## config.mk

```make
export PLATFORM = sky130hd
export DESIGN_NAME = bus_period_cal
export DESIGN_NICKNAME = d
export VERILOG_FILES = /design/src/rtl/bpc_pkg.sv /design/src/rtl/bpc_edge_seq.sv /design/src/rtl/bpc_divider.sv /design/src/rtl/bus_period_cal.sv
export SDC_FILE = /design/constraint.sdc
export NUM_CORES = 1
export LEC_CHECK = 0
export BUFFER_PORTS_ARGS = -buffer_cell sky130_fd_sc_hd__buf_2
export CORE_MARGIN = 3
export CORE_UTILIZATION = 50
export DETAILED_ROUTE_END_ITERATION = 8
export PLACE_DENSITY = 0.66
export SYNTH_ARGS = -nofsm -noshare
export SYNTH_HDL_FRONTEND = slang
export SYNTH_SLANG_ARGS = --single-unit
```

## constraint.sdc

```tcl
create_clock -name clk -period 12.3 [get_ports clk]
set_input_delay 3.075 -clock clk [delete_from_list [all_inputs] [get_ports clk]]
set_output_delay 3.075 -clock clk [all_outputs]
set_load 0.005 [all_outputs]
```

## src/rtl/bpc_pkg.sv

```systemverilog
// Package: shared types and helper math for the bus period calibrator.
// Assumes integer MHz figures and a positive count divisor.
package bpc_pkg;

    // Edge sequencer state.
    typedef enum logic [0:0] {
        SEQ_IDLE = 1'b0,
        SEQ_MEAS = 1'b1
    } seq_state_t;

    // Scaled period (ns * divisor) that belongs to a bus frequency in MHz.
    function automatic longint unsigned period_for_mhz(input longint unsigned mhz,
                                                       input longint unsigned div);
        return (64'd1000 * div) / mhz;
    endfunction

endpackage

```

## src/rtl/bpc_edge_seq.sv

```systemverilog
// Edge sequencer: after launch, counts rising edges of sq_in, stamps the
// reference counter on edge DISCARD and again on edge DISCARD+CYCLES, then
// reports the modulo difference with a one-cycle done pulse.
// Assumes sq_in is already synchronous and DISCARD >= 1.
module bpc_edge_seq
    import bpc_pkg::*;
#(
    parameter int REF_W   = 32,
    parameter int DISCARD = 2,
    parameter int CYCLES  = 256
) (
    input  logic             clk,
    input  logic             rst_n,
    input  logic             launch,
    input  logic             sq_in,
    input  logic [REF_W-1:0] ref_count,
    output logic             busy,
    output logic             done,
    output logic [REF_W-1:0] delta
);
    localparam int END_EDGE = DISCARD + CYCLES;
    localparam int CW       = $clog2(END_EDGE + 1);

    seq_state_t       state;
    logic [CW-1:0]    edge_cnt;
    logic             prev_lvl;
    logic [REF_W-1:0] t_start;
    logic             rise;
    logic [CW-1:0]    cnt_next;

    assign busy     = (state == SEQ_MEAS);
    assign rise     = busy && sq_in && !prev_lvl;
    assign cnt_next = edge_cnt + 1'b1;

    // Track edges, capture both timestamps and finish on the last edge.
    always_ff @(posedge clk) begin
        if (!rst_n) begin
            state    <= SEQ_IDLE;
            edge_cnt <= '0;
            prev_lvl <= 1'b1;
            t_start  <= '0;
            delta    <= '0;
            done     <= 1'b0;
        end else begin
            done <= 1'b0;
            if (launch && !busy) begin
                state    <= SEQ_MEAS;
                edge_cnt <= '0;
                prev_lvl <= 1'b1;
            end else if (busy) begin
                prev_lvl <= sq_in;
                if (rise) begin
                    edge_cnt <= cnt_next;
                    if (cnt_next == CW'(DISCARD))
                        t_start <= ref_count;
                    if (cnt_next == CW'(END_EDGE)) begin
                        delta <= ref_count - t_start;
                        state <= SEQ_IDLE;
                        done  <= 1'b1;
                    end
                end
            end
        end
    end

    AST_EDGE_CNT_BOUND: assert property (@(posedge clk) disable iff (!rst_n)
        edge_cnt <= CW'(END_EDGE));
    AST_DONE_STOPS: assert property (@(posedge clk) disable iff (!rst_n)
        done |-> !busy && (edge_cnt == CW'(END_EDGE)));

endmodule

```

## src/rtl/bpc_divider.sv

```systemverilog
// Restoring divider, one quotient bit per cycle, W cycles per divide.
// Assumes den is non-zero and stable while busy.
module bpc_divider #(
    parameter int W = 62
) (
    input  logic         clk,
    input  logic         rst_n,
    input  logic         go,
    input  logic [W-1:0] num,
    input  logic [W-1:0] den,
    output logic         busy,
    output logic         done,
    output logic [W-1:0] quo
);
    localparam int IW = $clog2(W + 1);

    logic [W:0]    rem;
    logic [W-1:0]  acc;
    logic [IW-1:0] iter;
    logic [W:0]    trial;
    logic          take;

    assign trial = {rem[W-1:0], acc[W-1]};
    assign take  = trial >= {1'b0, den};
    assign quo   = acc;

    // Load operands on go, then shift in one quotient bit per cycle.
    always_ff @(posedge clk) begin
        if (!rst_n) begin
            rem  <= '0;
            acc  <= '0;
            iter <= '0;
            busy <= 1'b0;
            done <= 1'b0;
        end else begin
            done <= 1'b0;
            if (go && !busy) begin
                rem  <= '0;
                acc  <= num;
                iter <= IW'(W);
                busy <= 1'b1;
            end else if (busy) begin
                rem  <= take ? (trial - {1'b0, den}) : trial;
                acc  <= {acc[W-2:0], take};
                iter <= iter - 1'b1;
                if (iter == IW'(1)) begin
                    busy <= 1'b0;
                    done <= 1'b1;
                end
            end
        end
    end

    AST_DIV_GO_BUSY: assert property (@(posedge clk) disable iff (!rst_n)
        go && !busy |=> busy);
    AST_DIV_DONE_IDLE: assert property (@(posedge clk) disable iff (!rst_n)
        done |-> !busy && $past(busy));

endmodule

```

## src/rtl/bus_period_cal.sv

```systemverilog
// Top: measures a bus-derived square wave against a reference counter and
// outputs a scaled period per count tick, substituting a default when the
// value is outside the sanity window.
// Assumes ref_count advances at REF_HZ and the wave period is
// 2*(WAVE_COUNT+1) bus-derived ticks.
module bus_period_cal
    import bpc_pkg::*;
#(
    parameter int              REF_W      = 32,
    parameter int              RES_W      = 16,
    parameter int              DISCARD    = 2,
    parameter int              CYCLES     = 256,
    parameter int              WAVE_COUNT = 63,
    parameter longint unsigned REF_HZ     = 64'd50_000_000,
    parameter int              CNT_DIV    = 4,
    parameter int              LOW_MHZ    = 25,
    parameter int              HIGH_MHZ   = 75,
    parameter int              DEF_MHZ    = 66
) (
    input  logic             clk,
    input  logic             rst_n,
    input  logic             start,
    input  logic             sq_in,
    input  logic [REF_W-1:0] ref_count,
    output logic [RES_W-1:0] cal_period,
    output logic             cal_valid,
    output logic             cal_fallback
);
    localparam int              PROD_W  = REF_W + 30;
    localparam longint unsigned NS_SCL  = 64'd1_000_000_000;
    localparam longint unsigned DEN     = 64'(CYCLES) * 64'd2 * 64'(WAVE_COUNT + 1) * REF_HZ;
    localparam longint unsigned MAX_PER = period_for_mhz(64'(LOW_MHZ), 64'(CNT_DIV));
    localparam longint unsigned MIN_PER = period_for_mhz(64'(HIGH_MHZ), 64'(CNT_DIV));
    localparam longint unsigned DEF_PER = period_for_mhz(64'(DEF_MHZ), 64'(CNT_DIV));

    logic             seq_busy, seq_done;
    logic [REF_W-1:0] delta;
    logic             div_busy, div_done;
    logic [PROD_W-1:0] quo;
    logic [PROD_W-1:0] num;
    logic             launch;
    logic             out_of_range;

    // A start is accepted only when nothing is in flight.
    assign launch = start && !seq_busy && !seq_done && !div_busy && !div_done;
    // Multiply before dividing to keep the fraction.
    assign num    = PROD_W'(delta) * PROD_W'(NS_SCL);
    assign out_of_range = (quo > PROD_W'(MAX_PER)) || (quo < PROD_W'(MIN_PER));

    bpc_edge_seq #(
        .REF_W   (REF_W),
        .DISCARD (DISCARD),
        .CYCLES  (CYCLES)
    ) u_seq (
        .clk       (clk),
        .rst_n     (rst_n),
        .launch    (launch),
        .sq_in     (sq_in),
        .ref_count (ref_count),
        .busy      (seq_busy),
        .done      (seq_done),
        .delta     (delta)
    );

    bpc_divider #(
        .W (PROD_W)
    ) u_div (
        .clk   (clk),
        .rst_n (rst_n),
        .go    (seq_done),
        .num   (num),
        .den   (PROD_W'(DEN)),
        .busy  (div_busy),
        .done  (div_done),
        .quo   (quo)
    );

    // Register the checked result and its one-cycle valid pulse.
    always_ff @(posedge clk) begin
        if (!rst_n) begin
            cal_period   <= '0;
            cal_valid    <= 1'b0;
            cal_fallback <= 1'b0;
        end else begin
            cal_valid <= 1'b0;
            if (launch) begin
                cal_period   <= '0;
                cal_fallback <= 1'b0;
            end else if (div_done) begin
                cal_valid    <= 1'b1;
                cal_fallback <= out_of_range;
                cal_period   <= out_of_range ? RES_W'(DEF_PER) : quo[RES_W-1:0];
            end
        end
    end

    AST_VALID_PULSE: assert property (@(posedge clk) disable iff (!rst_n)
        cal_valid |=> !cal_valid);
    AST_VALID_AFTER_DIV: assert property (@(posedge clk) disable iff (!rst_n)
        cal_valid |-> $past(div_done));
    AST_FALLBACK_VALUE: assert property (@(posedge clk) disable iff (!rst_n)
        cal_valid && cal_fallback |-> cal_period == RES_W'(DEF_PER));
    AST_RESULT_IN_WINDOW: assert property (@(posedge clk) disable iff (!rst_n)
        cal_valid && !cal_fallback |->
            (64'(cal_period) <= MAX_PER) && (64'(cal_period) >= MIN_PER));
    AST_START_IGNORED: assert property (@(posedge clk) disable iff (!rst_n)
        start && seq_busy |=> seq_busy || seq_done);
    AST_START_CLEARS: assert property (@(posedge clk) disable iff (!rst_n)
        launch |=> cal_period == '0 && !cal_fallback);

endmodule

```

==> results.rst, run 1 <==
.. list-table::
   :header-rows: 1

   * - Metric
     - Value
   * - Status
     - finished clean
   * - Clock skew
     - 0.0387 ns
   * - Cell chain of the critical path
     - inv_1 -> fa_1 -> fa_1 -> fa_1 -> fa_1 -> fa_1 -> inv_1 -> fa_1 -> inv_1 -> fa_1 -> inv_1 -> ha_1 -> nand2_1 -> nor4_1 -> o311ai_0 -> nand4_1 -> nand2_1 -> o31ai_1 -> a221o_1 -> or2_2 -> a41oi_1
   * - Data arrival at the endpoint of the critical path
     - 7.93 ns
   * - List of most frequent post-synthesis cells
     - sky130_fd_sc_hd__inv_1, sky130_fd_sc_hd__fa_1, sky130_fd_sc_hd__ha_1
   * - Worst-path clk slew
     - 0.06 ns
   * - Clock buffer count from CTS
     - 28
   * - Netlist Area Pre-Place
     - 24600 um2
   * - Register-to-Register Path Depth
     - 21
   * - Clock net sink count
     - 226
   * - Height of the die
     - 228 um
   * - Critical path required time
     - 12.72 ns
   * - Sequential fraction of the synthesis area
     - 18.4%
   * - Remaining antenna violation count
     - 0
   * - CP startpoint kind
     - register
   * - Hold Path Origin
     - cal_period[10]$_SDFFE_PP0P_
   * - Terminus of the critical flop-to-flop path
     - u_div.quo[58]$_SDFFE_PN0P_
   * - First-pass GRT wire length
     - 99000 um
   * - Clock insertion delay at the later pin of the skew report
     - 0.60 ns
   * - Cell accounting for the most synthesized area
     - sky130_fd_sc_hd__fa_1
   * - Tightest Pin Transition
     - 1.15 ns
   * - Core footprint
     - 48100 um2
   * - Die width
     - 228 um
   * - Number of enable-type register cells in the synthesized netlist
     - 0
   * - Worst hold slack after final layout
     - 0.454 ns
   * - Cell with the biggest individual delay on the critical path
     - sky130_fd_sc_hd__fa_1
   * - Critical Path End Type
     - register
   * - Avg Inst Size Synth
     - 9.12 um2
   * - Setup repair after global routing missed its margin
     - false
   * - CP most frequent cell
     - sky130_fd_sc_hd__fa_1
   * - Leakage component of the power
     - 12.5 nW
   * - Final-layout setup total negative slack
     - 0 ns
   * - Max capacitance violation total
     - 0
   * - Kind of path behind the tightest hold check
     - reg -> reg
   * - Post-Syn Instances
     - 2698
   * - Count of nets after finishing
     - 3346
   * - Max rail drop VDD
     - 0.114 mV
   * - Final count of negative-setup-slack endpoints
     - 0
   * - Dominant synthesized flop cell
     - sky130_fd_sc_hd__dfxtp_1
   * - Cell with the most instances after synthesis
     - sky130_fd_sc_hd__inv_1
   * - Final Wtd Congestion
     - 0.912
   * - Number of fill cells in the layout
     - 4426
   * - HPWL after detailed placement
     - 49000 um
   * - Total vias in the final route
     - 18600
   * - Worst-case hold path end point
     - cal_period[10]$_SDFFE_PP0P_
   * - Combined buffer and inverter count along the critical path
     - 4
   * - Post-route fraction of the period consumed by the critical path
     - 61.1%
   * - Worst Hold Path Cells
     - 1
   * - GRT Total Usage
     - 23.2%
   * - Clock root cell
     - sky130_fd_sc_hd__clkbuf_16
   * - Yosys warns
     - 0
   * - Effective utilization at floorplan
     - 51.1%
   * - Total power divided by cell area
     - 64.1 nW/um2
   * - Classification of the worst setup path
     - reg -> reg
   * - Delay of the slowest cell on the worst path
     - 0.59 ns
   * - Post-synthesis register bit count
     - 226
   * - DRC Markers
     - 0
   * - Count of pins on the block boundary
     - 54
   * - Synth top area share
     - 25.5%
   * - TritonCTS clock tree
     - done
   * - Critical Path Source
     - u_seq.delta[2]$_SDFFE_PN0P_
   * - Top cell family by delay on the critical path
     - adder cells
   * - Resized cells post-CTS
     - 0
   * - H-tree depth
     - 1
   * - Reg2reg setup slack
     - 4.79 ns
   * - Layout cells sized above 1
     - 5.16%
   * - Sum of overflow across all layers after global routing
     - 0
   * - Pre-antenna DRT Iters
     - 6
   * - Antenna cells
     - 0
   * - Crit Path Max Fanout
     - 9
   * - Slew margin rel.
     - 22.1%
   * - Average detailed-routed wire length per instance
     - 17.7 um
   * - Post-synthesis to final-layout area growth
     - 7.44%
   * - Via count of the first global-routing pass
     - 18800
   * - Count of endpoints failing hold in the final timing report
     - 0
   * - Tmin final
     - 7.51 ns
   * - FP Rows
     - 80
   * - Maximum number of pins on one net before global-route repair
     - 83
   * - Critical register-to-register path startpoint
     - u_seq.delta[2]$_SDFFE_PN0P_
   * - Number of buffers added to fix hold violations after cts
     - 0
   * - Detail-routed via count per cell
     - 5.51
   * - Number of DRC markers after the initial detailed-route iteration
     - 1150
   * - Area used by multi-input combinational logic
     - 17800 um2
   * - Share of flip-flops with an asynchronous set or reset
     - 0%
   * - Input/output buffers
     - 53
   * - Die area
     - 51900 um2
   * - Max-slew violations
     - 0
   * - Post-CTS setup buffer count
     - 0
   * - Syn_nets
     - 3349
   * - Sequential Area
     - 4530 um2
   * - Overall power consumption
     - 1.70 mW
   * - Number of distinct library cell variants in the gate-level netlist after synthesis
     - 74
   * - Maximum buffer depth of the clock tree
     - 3
   * - Initial antenna violation count
     - 1
   * - Cell types with the largest area share after synthesis
     - sky130_fd_sc_hd__fa_1, sky130_fd_sc_hd__dfxtp_1, sky130_fd_sc_hd__ha_1, sky130_fd_sc_hd__inv_1, sky130_fd_sc_hd__mux2i_1
   * - Detailed-route wire length
     - 59700 um
   * - Fmax
     - 133 MHz
-- how the worst max path moves through the flow --
stage | to | cells after the start
floorplan | u_div.quo[60]$_SDFFE_PN0P_ | 22
global placement | u_div.quo[58]$_SDFFE_PN0P_ | 21
detailed placement | u_div.quo[58]$_SDFFE_PN0P_ | 21
CTS | u_div.quo[58]$_SDFFE_PN0P_ | 21
global route | u_div.quo[58]$_SDFFE_PN0P_ | 21
finish | u_div.quo[58]$_SDFFE_PN0P_ | 21
-- report_power, final --
group	switching [mW]	total (mW)	internal (mW)
registers	0.000416	0.733	0.732
logic	0.0489	0.0769	0.0280
clock network	0.342	0.886	0.544
-- area by class of cell --
cell class,count,area share (%)
Clock buffer,42,3.24
Clock inverter,8,0.559
Inverter,510,7.25
Multi-Input combinational cell,1863,67.3
Sequential cell,226,17.1
Tap cell,656,3.11
Timing Repair Buffer,66,1.37
-- cells by family (layout without fill, tap and decap cells) --
kind of cell | after synthesis | count (layout) | share of synthesized area (%)
fa+ha+maj | 615 | 615 | 40.8
flops | 226 | 226 | 18.4
simple gates | 547 | 547 | 11.1
compound gates | 488 | 488 | 12.3
mux | 101 | 101 | 4.11
xor+xnor | 112 | 112 | 3.99
buf+inv | 609 | 626 | 9.33
-- per-stage QoR --
step           std cells  cell area, um2  setup slack (ns)  utilization, %
5_1_grt             3371           26400              4.41            54.9
6_report            3371           26400              4.79            54.9
2_1_floorplan       2698           24600              5.70               -
4_1_cts             3371           26400              4.91            54.9
3_5_place_dp        3321           25400              4.90            52.8
3_3_place_gp        3321           25400              5.11            52.8
-- placed cells by master (no fill, tap or decap), types with 64 or more instances in the layout --
cell / count
sky130_fd_sc_hd__inv_1: 508
sky130_fd_sc_hd__fa_1: 313
sky130_fd_sc_hd__ha_1: 302
sky130_fd_sc_hd__dfxtp_1: 224
sky130_fd_sc_hd__nor2_1: 206
sky130_fd_sc_hd__a21oi_1: 152
sky130_fd_sc_hd__o21ai_0: 110
sky130_fd_sc_hd__mux2i_1: 100
sky130_fd_sc_hd__nand2_1: 95
sky130_fd_sc_hd__xnor2_1: 64
-- routing by layer --
metal	routed length [um]	vias to the layer above	global-route usage (%)
li1	-	8927	-
met1	27000	9180	31.9
met2	28100	373	38.0
met3	2320	107	2.97
met4	2220	0	7.88
met5	0	-	0
-- worst register-to-register path, cell delays in order, from the launching register on --
cell                       delay (ns)
sky130_fd_sc_hd__dfxtp_1         0.56
sky130_fd_sc_hd__inv_1           0.17
sky130_fd_sc_hd__fa_1            0.59
sky130_fd_sc_hd__fa_1            0.46
sky130_fd_sc_hd__fa_1            0.53
sky130_fd_sc_hd__fa_1            0.54
sky130_fd_sc_hd__fa_1            0.57
sky130_fd_sc_hd__inv_1           0.07
sky130_fd_sc_hd__fa_1            0.54
sky130_fd_sc_hd__inv_1           0.06
sky130_fd_sc_hd__fa_1            0.50
sky130_fd_sc_hd__inv_1           0.04
sky130_fd_sc_hd__ha_1            0.42
sky130_fd_sc_hd__nand2_1         0.19
sky130_fd_sc_hd__nor4_1          0.28
sky130_fd_sc_hd__o311ai_0        0.33
sky130_fd_sc_hd__nand4_1         0.28
sky130_fd_sc_hd__nand2_1         0.12
sky130_fd_sc_hd__o31ai_1         0.59
sky130_fd_sc_hd__a221o_1         0.31
sky130_fd_sc_hd__or2_2           0.12
sky130_fd_sc_hd__a41oi_1         0.13
-- sequential cells by signal (all words and copies together) (netlist names) --
register and flops:
u_div.busy 1, u_div.iter 6, u_seq.prev_lvl 1, u_seq.done 1, u_div.done 1, cal_fallback 1
u_seq.busy 1, u_seq.t_start 32, u_div.rem 62, u_seq.delta 32, cal_valid 1, cal_period 16
u_div.quo 62, u_seq.edge_cnt 9
Note: power is estimated with default switching activity, not from simulation.
==> run 2, diff against run 1 <==
==> constraint.sdc (replaced) <==
create_clock -name clk -period 7.2 [get_ports clk]
set_input_delay 1.8 -clock clk [delete_from_list [all_inputs] [get_ports clk]]
set_output_delay 1.8 -clock clk [all_outputs]
set_load 0.005 [all_outputs]
==> run 2 against run 1 <==
Design area grew 1.1%. Non-clock buffer count grew 34. Global-route usage shrank 0.49 points. Die area is the same. Count of clock-buffer cells in the layout shrank 9. Via count shrank 0.74%. Critical path depth is the same. Sequential cell count is the same. Clock skew shrank 0.017 ns. Largest power group unchanged. Highest routed layer unchanged.
==> results.rst, run 2 (synthesis results as in run 1) <==
.. list-table::
   :header-rows: 1

   * - Metric
     - Value
   * - Final Wtd Congestion
     - 0.953 (was 0.912)
   * - Antenna cells
     - 0 (unchanged)
   * - DRC Markers
     - 0 (unchanged)
   * - Slew margin rel.
     - 32.1% (was 22.1%)
   * - Critical register-to-register path startpoint
     - u_seq.delta[2]$_SDFFE_PN0P_ (unchanged)
   * - Number of fill cells in the layout
     - 4399 (was 4426)
   * - Input/output buffers
     - 53 (unchanged)
   * - Effective utilization at floorplan
     - 51.1% (unchanged)
   * - Die area
     - 51900 um2 (unchanged)
   * - Remaining antenna violation count
     - 0 (unchanged)
   * - Terminus of the critical flop-to-flop path
     - u_div.quo[60]$_SDFFE_PN0P_ (was u_div.quo[58]$_SDFFE_PN0P_)
   * - Total vias in the final route
     - 18400 (was 18600)
   * - Leakage component of the power
     - 12.7 nW (was 12.5 nW)
   * - Maximum number of pins on one net before global-route repair
     - 80 (was 83)
   * - Reg2reg setup slack
     - 0.29 ns (was 4.79 ns)
   * - HPWL after detailed placement
     - 48100 um (was 49000 um)
   * - H-tree depth
     - 1 (unchanged)
   * - Clock skew
     - 0.0214 ns (was 0.0387 ns)
   * - Max capacitance violation total
     - 0 (unchanged)
   * - Maximum buffer depth of the clock tree
     - 3 (unchanged)
   * - Clock buffer count from CTS
     - 26 (was 28)
   * - Die width
     - 228 um (unchanged)
   * - Sequential Area
     - 4540 um2 (was 4530 um2)
   * - Overall power consumption
     - 2.86 mW (was 1.70 mW)
   * - Worst Hold Path Cells
     - 1 (unchanged)
   * - Fmax
     - 145 MHz (was 133 MHz)
   * - Layout cells sized above 1
     - 6.99% (was 5.16%)
   * - Clock root cell
     - sky130_fd_sc_hd__clkbuf_16 (unchanged)
   * - Classification of the worst setup path
     - reg -> reg (unchanged)
   * - Total power divided by cell area
     - 107 nW/um2 (was 64.1 nW/um2)
   * - GRT Total Usage
     - 22.7% (was 23.2%)
   * - Critical path required time
     - 7.69 ns (was 12.72 ns)
   * - Register-to-Register Path Depth
     - 21 (unchanged)
   * - Detailed-route wire length
     - 58200 um (was 59700 um)
   * - Post-route fraction of the period consumed by the critical path
     - 95.9% (was 61.1%)
   * - Commonest cells after routing, fill and taps aside
     - sky130_fd_sc_hd__inv_1, sky130_fd_sc_hd__fa_1, sky130_fd_sc_hd__ha_1 (unchanged)
   * - Status
     - finished clean (unchanged)
   * - Final count of negative-setup-slack endpoints
     - 0 (unchanged)
   * - Critical Path End Type
     - register (unchanged)
   * - Most frequent standard cell in the layout excluding fill and tap cells
     - sky130_fd_sc_hd__inv_1 (unchanged)
   * - CP startpoint kind
     - register (unchanged)
   * - FP Rows
     - 80 (unchanged)
   * - First-pass GRT wire length
     - 97800 um (was 99000 um)
   * - Sum of overflow across all layers after global routing
     - 0 (unchanged)
   * - Worst hold slack after final layout
     - 0.458 ns (was 0.454 ns)
   * - Hold Path Origin
     - cal_period[12]$_SDFFE_PP0P_ (was cal_period[10]$_SDFFE_PP0P_)
   * - Tmin final
     - 6.91 ns (was 7.51 ns)
   * - Number of DRC markers after the initial detailed-route iteration
     - 1087 (was 1150)
   * - Post-synthesis to final-layout area growth
     - 8.65% (was 7.44%)
   * - Area used by multi-input combinational logic
     - 17900 um2 (was 17800 um2)
   * - Detail-routed via count per cell
     - 5.42 (was 5.51)
   * - Number of buffers added to fix hold violations after cts
     - 0 (unchanged)
   * - Count of nets after finishing
     - 3378 (was 3346)
   * - TritonCTS clock tree
     - done (unchanged)
   * - Max rail drop VDD
     - 0.166 mV (was 0.114 mV)
   * - Count of endpoints failing hold in the final timing report
     - 0 (unchanged)
   * - Clock net sink count
     - 226 (unchanged)
   * - Initial antenna violation count
     - 1 (unchanged)
   * - Core footprint
     - 48100 um2 (unchanged)
   * - Average detailed-routed wire length per instance
     - 17.1 um (was 17.7 um)
   * - Max-slew violations
     - 0 (unchanged)
   * - Post-CTS setup buffer count
     - 0 (unchanged)
   * - Height of the die
     - 228 um (unchanged)
   * - Kind of path behind the tightest hold check
     - reg -> reg (unchanged)
   * - Pre-antenna DRT Iters
     - 6 (unchanged)
   * - Least setup slack across all paths after layout
     - 0.293 ns (was 4.79 ns)
   * - Data arrival at the endpoint of the critical path
     - 7.39 ns (was 7.93 ns)
   * - Crit Path Max Fanout
     - 8 (was 9)
   * - Setup repair after global routing missed its margin
     - true (was false)
   * - Post-placement setup slack
     - -0.0120 ns (was 4.90 ns)
   * - Via count of the first global-routing pass
     - 18700 (was 18800)
   * - Clock insertion delay at the later pin of the skew report
     - 0.57 ns (was 0.60 ns)
   * - Count of pins on the block boundary
     - 54 (unchanged)
   * - Worst-case hold path end point
     - cal_period[12]$_SDFFE_PP0P_ (was cal_period[10]$_SDFFE_PP0P_)
   * - Critical Path Source
     - u_seq.delta[2]$_SDFFE_PN0P_ (unchanged)
   * - Worst-path clk slew
     - 0.06 ns (about the same)
   * - Tightest Pin Transition
     - 1.00 ns (was 1.15 ns)
[run 2: changes by cell type in the layout (fill, tap and decap cells not counted), moves of 4 or more]
cell	previous run	this run
sky130_fd_sc_hd__a21oi_1	152	148
sky130_fd_sc_hd__a21oi_2	1	5
sky130_fd_sc_hd__buf_4	13	47
sky130_fd_sc_hd__clkbuf_16	30	26
sky130_fd_sc_hd__clkbuf_8	6	2
sky130_fd_sc_hd__dfxtp_1	224	220
[run 2: worst max-delay path, stage by stage, from the launching register on]
cell and delay [ns]:
sky130_fd_sc_hd__dfxtp_1 0.33, sky130_fd_sc_hd__buf_4 0.19, sky130_fd_sc_hd__fa_1 0.47, sky130_fd_sc_hd__fa_1 0.52, sky130_fd_sc_hd__inv_1 0.05, sky130_fd_sc_hd__fa_1 0.51
sky130_fd_sc_hd__fa_1 0.54, sky130_fd_sc_hd__fa_1 0.59, sky130_fd_sc_hd__inv_1 0.08, sky130_fd_sc_hd__fa_1 0.58, sky130_fd_sc_hd__fa_1 0.44, sky130_fd_sc_hd__ha_1 0.33
sky130_fd_sc_hd__nand4_1 0.21, sky130_fd_sc_hd__nor4_2 0.36, sky130_fd_sc_hd__o311ai_2 0.23, sky130_fd_sc_hd__nand4_1 0.23, sky130_fd_sc_hd__nand2_2 0.12, sky130_fd_sc_hd__o31ai_4 0.34
sky130_fd_sc_hd__buf_4 0.18, sky130_fd_sc_hd__nor2_1 0.06, sky130_fd_sc_hd__mux2_2 0.28, sky130_fd_sc_hd__a31oi_1 0.19
[run 2: what timing repair did]
| action | in CTS | in global routing |
|---|---|---|
| gates resized for setup | 1 | 24 |
| pin swaps | 0 | 1 |
| setup endpoints to repair | 1 | 11 |
[run 2: worst max-delay path by stage]
| stage | to | slack (ns) | depth (start not counted) |
|---|---|---|---|
| global placement | u_div.quo[60]$_SDFFE_PN0P_ | 0.04 | 22 |
| detailed placement | u_div.quo[60]$_SDFFE_PN0P_ | -0.01 | 22 |
| global route | u_div.quo[60]$_SDFFE_PN0P_ | -0.04 | 21 |
| finish | u_div.quo[60]$_SDFFE_PN0P_ | 0.29 | 21 |
| floorplan | u_div.quo[60]$_SDFFE_PN0P_ | 0.60 | 22 |
| CTS | u_div.quo[60]$_SDFFE_PN0P_ | 0.07 | 22 |
[run 2: cell type report]
type / instances / share of cell area [%]
tap: 656 / 3.07
inverter: 510 / 7.17
multi-input combinational: 1863 / 66.9
timing repair buffer: 100 / 2.31
clock buffer: 33 / 2.61
clock inverter: 15 / 0.983
sequential: 226 / 17.0
[run 2: power breakdown]
group / total, mW / switching [mW] / internal, mW
clock: 1.48 / 0.572 / 0.907
combinational: 0.129 / 0.0812 / 0.0478
sequential: 1.25 / 0.000717 / 1.25
[run 2: per-layer routing]
| metal | share of wire [%] | vias to the layer above | wire length, um | GRT usage [%] |
|---|---|---|---|---|
| li1 | - | 8975 | - | - |
| met1 | 47 | 9097 | 27600 | 32.9 |
| met2 | 47 | 318 | 27400 | 37.1 |
| met3 | 3.8 | 59 | 2200 | 2.58 |
| met4 | 1.8 | 0 | 1060 | 4.19 |
| met5 | 0 | - | 0 | 0 |
[run 2: per-stage QoR]
| stage | utilization [%] | area, um2 | TNS (ns) | cells |
|---|---|---|---|---|
| floorplan | - | 24600 | 0 | 2698 |
| global placement | 53.3 | 25700 | 0 | 3355 |
| detailed placement | 53.3 | 25700 | -0.0120 | 3355 |
| CTS | 55.3 | 26600 | 0 | 3403 |
| global route | 55.5 | 26700 | -0.0362 | 3403 |
| finish | 55.5 | 26700 | 0 | 3403 |
